**config.mk**
```make
export PLATFORM = sky130hd
export DESIGN_NAME = ilk_stall_top
export DESIGN_NICKNAME = d
export VERILOG_FILES = /design/src/rtl/ilk_pkg.sv /design/src/rtl/ilk_src_cmp.sv /design/src/rtl/ilk_ctrl.sv /design/src/rtl/ilk_stall_top.sv
export SDC_FILE = /design/constraint.sdc
export NUM_CORES = 1
export LEC_CHECK = 0
export CORE_AREA = 2 2 39 41
export DETAILED_ROUTE_END_ITERATION = 7
export DIE_AREA = 0 0 41 43
export GPL_ROUTABILITY_DRIVEN = 0
export PLACE_DENSITY = 0.84
export SLEW_MARGIN = 20
export SYNTH_ARGS = -nofsm -noshare
export SYNTH_HDL_FRONTEND = slang
export SYNTH_HIERARCHICAL = 1
export SYNTH_SLANG_ARGS = --single-unit
```
**constraint.sdc**
```tcl
create_clock -name vclk -period 2.8
set_input_delay 0.56 -clock vclk [all_inputs]
set_output_delay 0.56 -clock vclk [all_outputs]
set_load 0.02 [all_outputs]
```
**src/rtl/ilk_pkg.sv**
```systemverilog
package ilk_pkg;

    localparam int REG_AW     = 5;
    localparam int NUM_STAGES = 3;
    localparam int NUM_SRC    = 2;

    typedef logic [REG_AW-1:0] reg_addr_t;

    // One decode-stage operand read.
    typedef struct packed {
        logic      used;
        reg_addr_t addr;
    } src_rd_t;

    // Pending register write carried by a downstream pipeline register.
    typedef struct packed {
        logic      we;
        reg_addr_t addr;
    } stage_wr_t;

    // Index order of the downstream stages inside the comparison vectors.
    typedef enum logic [1:0] {
        ST_IDEX  = 2'd0,
        ST_EXMEM = 2'd1,
        ST_MEMWB = 2'd2
    } stage_e;

    typedef struct packed {
        logic front_hold;
        logic bubble;
        logic back_hold;
        logic rf_we;
    } stall_out_t;

    // A pending write blocks an operand read only if it is real and not to register 0.
    function automatic logic wr_blocks_rd(src_rd_t rd, stage_wr_t wr);
        return rd.used && wr.we && (wr.addr != '0) && (wr.addr == rd.addr);
    endfunction

endpackage

```
**src/rtl/ilk_src_cmp.sv**
```systemverilog
module ilk_src_cmp
    import ilk_pkg::*;
#(
    parameter int N_STG    = NUM_STAGES,
    parameter bit CHECK_WB = 1'b1
) (
    input  src_rd_t                     src,
    input  stage_wr_t [N_STG-1:0]       stages,
    output logic      [N_STG-1:0]       hits
);

    for (genvar k = 0; k < N_STG; k++) begin : g_stage
        if ((k == int'(ST_MEMWB)) && !CHECK_WB) begin : g_off
            // Write-before-read register file: the retiring write is visible already.
            assign hits[k] = 1'b0;
        end else begin : g_on
            assign hits[k] = wr_blocks_rd(src, stages[k]);
        end
    end

endmodule

```
**src/rtl/ilk_ctrl.sv**
```systemverilog
module ilk_ctrl
    import ilk_pkg::*;
(
    input  logic       rst,
    input  logic       raw_hit,
    input  logic       imem_stall,
    input  logic       dmem_stall,
    input  logic       memwb_we,
    output stall_out_t ctl
);

    always_comb begin
        ctl = '0;
        if (rst) begin
            ctl.bubble = 1'b1;
        end else if (dmem_stall) begin
            // Whole pipeline frozen; the decode instruction stays, nothing retires.
            ctl.front_hold = 1'b1;
            ctl.back_hold  = 1'b1;
        end else begin
            ctl.front_hold = raw_hit | imem_stall;
            ctl.bubble     = raw_hit | imem_stall;
            ctl.rf_we      = memwb_we;
        end
    end

endmodule

```
**src/rtl/ilk_stall_top.sv**
```systemverilog
module ilk_stall_top
    import ilk_pkg::*;
#(
    parameter bit CHECK_WB = 1'b1
) (
    input  logic                clk,
    input  logic                rst,
    input  logic [REG_AW-1:0]   dec_rs_addr,
    input  logic                dec_rs_used,
    input  logic [REG_AW-1:0]   dec_rt_addr,
    input  logic                dec_rt_used,
    input  logic [REG_AW-1:0]   idex_dst,
    input  logic                idex_we,
    input  logic [REG_AW-1:0]   exmem_dst,
    input  logic                exmem_we,
    input  logic [REG_AW-1:0]   memwb_dst,
    input  logic                memwb_we,
    input  logic                imem_stall,
    input  logic                dmem_stall,
    output logic                pc_ifid_hold,
    output logic                idex_bubble,
    output logic                back_hold,
    output logic                rf_wr_en
);

    src_rd_t   [NUM_SRC-1:0]    srcs;
    stage_wr_t [NUM_STAGES-1:0] pend;
    logic      [NUM_STAGES-1:0] hit_m [NUM_SRC];
    logic      [NUM_SRC-1:0]    src_hit;
    stall_out_t                 ctl;

    assign srcs[0] = '{used: dec_rs_used, addr: dec_rs_addr};
    assign srcs[1] = '{used: dec_rt_used, addr: dec_rt_addr};

    assign pend[ST_IDEX]  = '{we: idex_we,  addr: idex_dst};
    assign pend[ST_EXMEM] = '{we: exmem_we, addr: exmem_dst};
    assign pend[ST_MEMWB] = '{we: memwb_we, addr: memwb_dst};

    for (genvar s = 0; s < NUM_SRC; s++) begin : g_src
        ilk_src_cmp #(
            .N_STG    (NUM_STAGES),
            .CHECK_WB (CHECK_WB)
        ) cmp_i (
            .src    (srcs[s]),
            .stages (pend),
            .hits   (hit_m[s])
        );
        assign src_hit[s] = |hit_m[s];
    end

    ilk_ctrl ctrl_i (
        .rst        (rst),
        .raw_hit    (|src_hit),
        .imem_stall (imem_stall),
        .dmem_stall (dmem_stall),
        .memwb_we   (memwb_we),
        .ctl        (ctl)
    );

    assign pc_ifid_hold = ctl.front_hold;
    assign idex_bubble  = ctl.bubble;
    assign back_hold    = ctl.back_hold;
    assign rf_wr_en     = ctl.rf_we;

endmodule

```
==> results.ini, run 1 <==
[run_status]
status = finished clean

[pwr]
peakVddDrop_v = 0.0000817
power.share.clock_pct = 0
comb_power_share_pct = 100.0
p_per_area_nw_per_um2 = 148
p_leak_nw = 0.546
power_frac_seq_pct = 0
p_sw_mw = 0.0755
swShare_pct = 45.5
p_int_mw = 0.0906

[routing]
wl_per_cell_um = 16.8
routed_wl_um = 2240
vias = 724
final_antenna_net_count = 0
post-route-drc-count = 0
drt_iter0_drc = 13
drtPass1Iterations = 4
drt-vias-per-instance = 5.44

[timing]
timing.slew.headroom_pct = 77.2
max_freq_ghz = 0.368
worst_pin_slew_ns = 0.339
setup_viol = 0
fin_setup_tns_ns = 0
finalCritPeriodShare_pct = 97.0
slew_viol_final = 0
finalHoldViolCount = 0
min_period_ns = 2.71

[synth]
synthTopCellsByArea = xnor2_1, o2111ai_1, o41ai_1
yosysUniqueCellTypes = 13
syn_area_per_cell_sq_um = 7.24
synth_cells = 65
synth_top_cell_area_share_pct = 44.7
yosysSeqAreaShare_pct = 0
synth_top_area_cell = xnor2_1
yosysWarnings = 6
syn_nets = 99
synth_area_sq_um = 470

[critical_path]
cp_max_fo = 2
worstPathRequired_ns = 2.24
max_stage_delay_ns = 0.49
critical_path.top_delay_family = buffers and inverters
crit_buf_inv = 3
end_kind = output pin
path_cells = clkdlybuf4s50_1 > inv_1 > o2111ai_2 > a211oi_2 > nor4_2 > nand2_1 > nor2_1 > o21bai_1 > buf_4
cp-start-kind = primary input
slowest_stage = clkdlybuf4s50_1
critPathKind = in -> out
cp.arrival_ns = 2.15

[final_layout]
finish.net_count = 153
finish.utilization_pct = 80.9
seq_cells = 0
fin_area_sq_um = 1120
layout-drive-gt1-share_pct = 31.6
diodes = 0
nClkBuffers = 0
regArea_sq_um = 0
area_growth_pct = 138

[placed_design]
placed_cell_area_sq_um = 973
hpwl_um = 1470
numPortBuffers = 37

[die]
fp.dieW_um = 41
core_area_sq_um = 1380
die_area_sq_um = 1760
io_pins = 38
placementRows = 14
die_h_um = 43
start_util_pct = 34.0

[grt]
grt_pass1_wl_um = 3120
grt_pass1_vias = 741
grtUsageTotal_pct = 24.6
grt_max_degree = 5
antenna_found_initial = 0
grt-ovfl-total = 0

[clock_network]
cts_setup_buffers = 0

[run]
max_cap_violations = 0

[worst_hold_path]
hold_class = in -> out

[power by group through the flow]
stage | sequential [mW] | combinational [mW] | clock (mW)
floorplan | 0 | 0.0529 | 0
global placement | 0 | 0.146 | 0
detailed placement | 0 | 0.149 | 0
CTS | 0 | 0.153 | 0
global route | 0 | 0.176 | 0
finish | 0 | 0.166 | 0
[logic make-up after synthesis]
family                 after synthesis  synth area share [%]
AO/OA/AOI/OAI                       19                  33.5
XOR/XNOR                            24                  44.7
buffers and inverters                8                  6.38
AND/OR/NAND/NOR                     14                  15.4
[Yosys cell counts (all sizes together)]
| library cell | instances |
|---|---|
| a211oi | 6 |
| nor4 | 1 |
| o2111ai | 6 |
| o41ai | 6 |
| o21bai | 1 |
| nor2 | 3 |
| nand2 | 1 |
| nor3 | 1 |
| and2b | 1 |
| nand3 | 6 |
| xnor2 | 24 |
| nor3b | 1 |
| inv | 8 |
[per-layer routing]
| metal | wire, um | track usage [%] | vias up | share of wire, % |
|---|---|---|---|---|
| met4 | 18 | 6.67 | 0 | 0.80 |
| li1 | - | - | 353 | - |
| met1 | 849 | 26.6 | 340 | 38 |
| met2 | 1240 | 45.0 | 29 | 55 |
| met5 | 0 | 0 | - | 0 |
| met3 | 129 | 4.19 | 2 | 5.8 |
[cells in the final DEF, fill, tap and decap left out, types with 2 or more instances in the layout]
cell type and instances:
inv_1 7, nand3_1 6, buf_4 14, dlygate4sd2_1 6, buf_6 2, o2111ai_2 2
o2111ai_1 4, nor2_1 3, clkdlybuf4s50_1 13, xnor2_2 2, xnor2_1 22, dlymetal6s2s_1 16
o41ai_2 6, a211oi_2 6
[final timing paths]
check	slack (ns)	endpoint	depth (start not counted)	startpoint
hold / removal	1.84	pc_ifid_hold	3	rst
setup / recovery	0.09	idex_bubble	9	memwb_dst[4]
[per-stage QoR]
step / total power [mW] / instances / worst slack [ns] / hold WS, ns
floorplan: 0.0529 / 65 / 0.613 / 1.20
global placement: 0.146 / 133 / -0.467 / 2.21
detailed placement: 0.149 / 133 / -0.499 / 2.22
CTS: 0.153 / 133 / 0.0163 / 1.84
global route: 0.176 / 133 / -0.0195 / 1.91
finish: 0.166 / 133 / 0.0850 / 1.84
[what timing repair did]
item / in CTS / in global routing
hold buffers: 0 / 0
cloned: 0 / 0
endpoints found under the hold margin: 0 / 0
endpoints found under the setup margin: 2 / 2
gates resized for setup: 23 / 29
pin swaps: 5 / 14
[cell type report]
| cell class | instances | area (sq um) |
|---|---|---|
| Fill cell | 94 | 264 |
| Inverter | 8 | 30.0 |
| Multi-Input combinational cell | 57 | 554 |
| Tap cell | 16 | 20.0 |
| Timing Repair Buffer | 52 | 515 |
Note: power is estimated with default switching activity, not from simulation.
==> run 2: changes to the inputs <==
--- a/config.mk
+++ b/config.mk
@@ -5,6 +5,7 @@
 export SDC_FILE = /design/constraint.sdc
 export NUM_CORES = 1
 export LEC_CHECK = 0
+export CAP_MARGIN = 10
 export CORE_AREA = 2 2 39 41
 export DETAILED_ROUTE_END_ITERATION = 7
 export DIE_AREA = 0 0 41 43
==> results of run 2 <==
The final DEF is identical to that of run 1; final timing and power are the same.
==> run 3: changes to the inputs <==
--- a/config.mk
+++ b/config.mk
@@ -16,3 +16,4 @@
 export SYNTH_HDL_FRONTEND = slang
 export SYNTH_HIERARCHICAL = 1
 export SYNTH_SLANG_ARGS = --single-unit
+export TNS_END_PERCENT = 10
==> constraint.sdc (replaced) <==
create_clock -name vclk -period 2.8
set_input_delay 0.56 -clock vclk [all_inputs]
set_output_delay 0.56 -clock vclk [all_outputs]
set_load 0.1 [all_outputs]
==> run 3 against run 2 <==
  * Largest power group unchanged
  * Power increased by 7.3%
  * Die area unchanged
  * Maximum frequency decreased by 0.22%
==> results.ini, run 3 (same netlist as run 1, synthesis figures left out) <==
[critical_path]
cp.arrival_ns = 2.16
critPathKind = in -> out
end_kind = output pin
cp_max_fo = 4
cp-start-kind = primary input
path_cells = clkdlybuf4s15_1 > o41ai_2 > a211oi_1 > nor4_1 > nand2_1 > nor3_2 > nor2_2 > buf_12
worstPathRequired_ns = 2.24
slowest_stage = o41ai_2
max_stage_delay_ns = 0.32

[routing]
post-route-drc-count = 0
drtPass1Iterations = 4
wl_per_cell_um = 15.5
vias = 719
routed_wl_um = 1970
final_antenna_net_count = 0
drt_iter0_drc = 12
drt-vias-per-instance = 5.66

[grt]
grtUsageTotal_pct = 23.9
grt-ovfl-total = 0
antenna_found_initial = 0
grt_pass1_vias = 752
grt_max_degree = 5
grt_pass1_wl_um = 3040

[final_layout]
mostFrequentLayoutCells = xnor2_1, dlygate4sd2_1, buf_4, clkdlybuf4s50_1
seq_cells = 0
area_growth_pct = 120
fillers = 109
regArea_sq_um = 0
multi_input_area_sq_um = 531
final_common_cell = xnor2_1
nClkBuffers = 0
layout-drive-gt1-share_pct = 30.6
finish.net_count = 147
diodes = 0

[timing]
timing.slew.headroom_pct = 79.5
max_freq_ghz = 0.368
finalHoldViolCount = 0
setup_viol = 0
slew_viol_final = 0
fin_setup_tns_ns = 0
worst_pin_slew_ns = 0.305
min_period_ns = 2.72
holdWs_ns = 1.90
finalCritPeriodShare_pct = 97.2

[run_status]
status = finished clean

[run]
max_cap_violations = 0

[pwr]
p_per_area_nw_per_um2 = 172
p_leak_nw = 0.421
peakVddDrop_v = 0.000101

[placed_design]
hpwl_um = 1580
numPortBuffers = 37

[worst_hold_path]
hold_class = in -> out
min_path_cells = 3

[die]
io_pins = 38
placementRows = 14
die_h_um = 43
start_util_pct = 34.0
die_area_sq_um = 1760
core_area_sq_um = 1380
fp.dieW_um = 41

[clock_network]
cts_setup_buffers = 0
cts_hold_buf = 0

## run 3: timing repair
action                     in CTS  in global routing
setup endpoints to repair       2                  2
resized for setup              37                 16
pin swaps                       9                 14
## run 3: area by class of cell
type                       count  area share, %
multi-input combinational     57           51.1
timing repair buffer          46           44.0
inverter                       8           2.90
tap                           16           1.93
## run 3: final timing paths
kind | start | endpoint | slack, ns
min | rst | pc_ifid_hold | 1.90
max | memwb_dst[1] | pc_ifid_hold | 0.08
## run 3: metal layers
| layer | vias up | track usage [%] | part of all wire (%) |
|---|---|---|---|
| met5 | - | 0 | 0 |
| met4 | 0 | 4.00 | 0 |
| met3 | 0 | 3.66 | 6.8 |
| met2 | 34 | 44.4 | 55 |
| met1 | 344 | 26.6 | 38 |
| li1 | 341 | - | - |
## run 3: through the flow
step,setup slack (ns),util [%],cells,power [mW],instance area [sq um]
after detailed placement,-0.225,70.3,127,0.174,973
final,0.0791,75.0,127,0.178,1040
after floorplan,-0.370,-,65,0.0739,475
after global placement,-0.0996,70.3,127,0.169,973
after global routing,-0.0182,75.0,127,0.188,1040
after CTS,0.00514,74.1,127,0.175,1020
## run 3: where the power goes
part	switching, mW	internal [mW]	total [mW]
Clock	0	0	0
Combinational	0.0916	0.0865	0.178
Sequential	0	0	0
## run 3: worst max-delay path, delay by kind of cell
| kind | cells | cell delay (ns) |
|---|---|---|
| AND/OR/NAND/NOR | 4 | 0.73 |
| AO/OA/AOI/OAI | 2 | 0.44 |
| buffers and inverters | 2 | 0.44 |
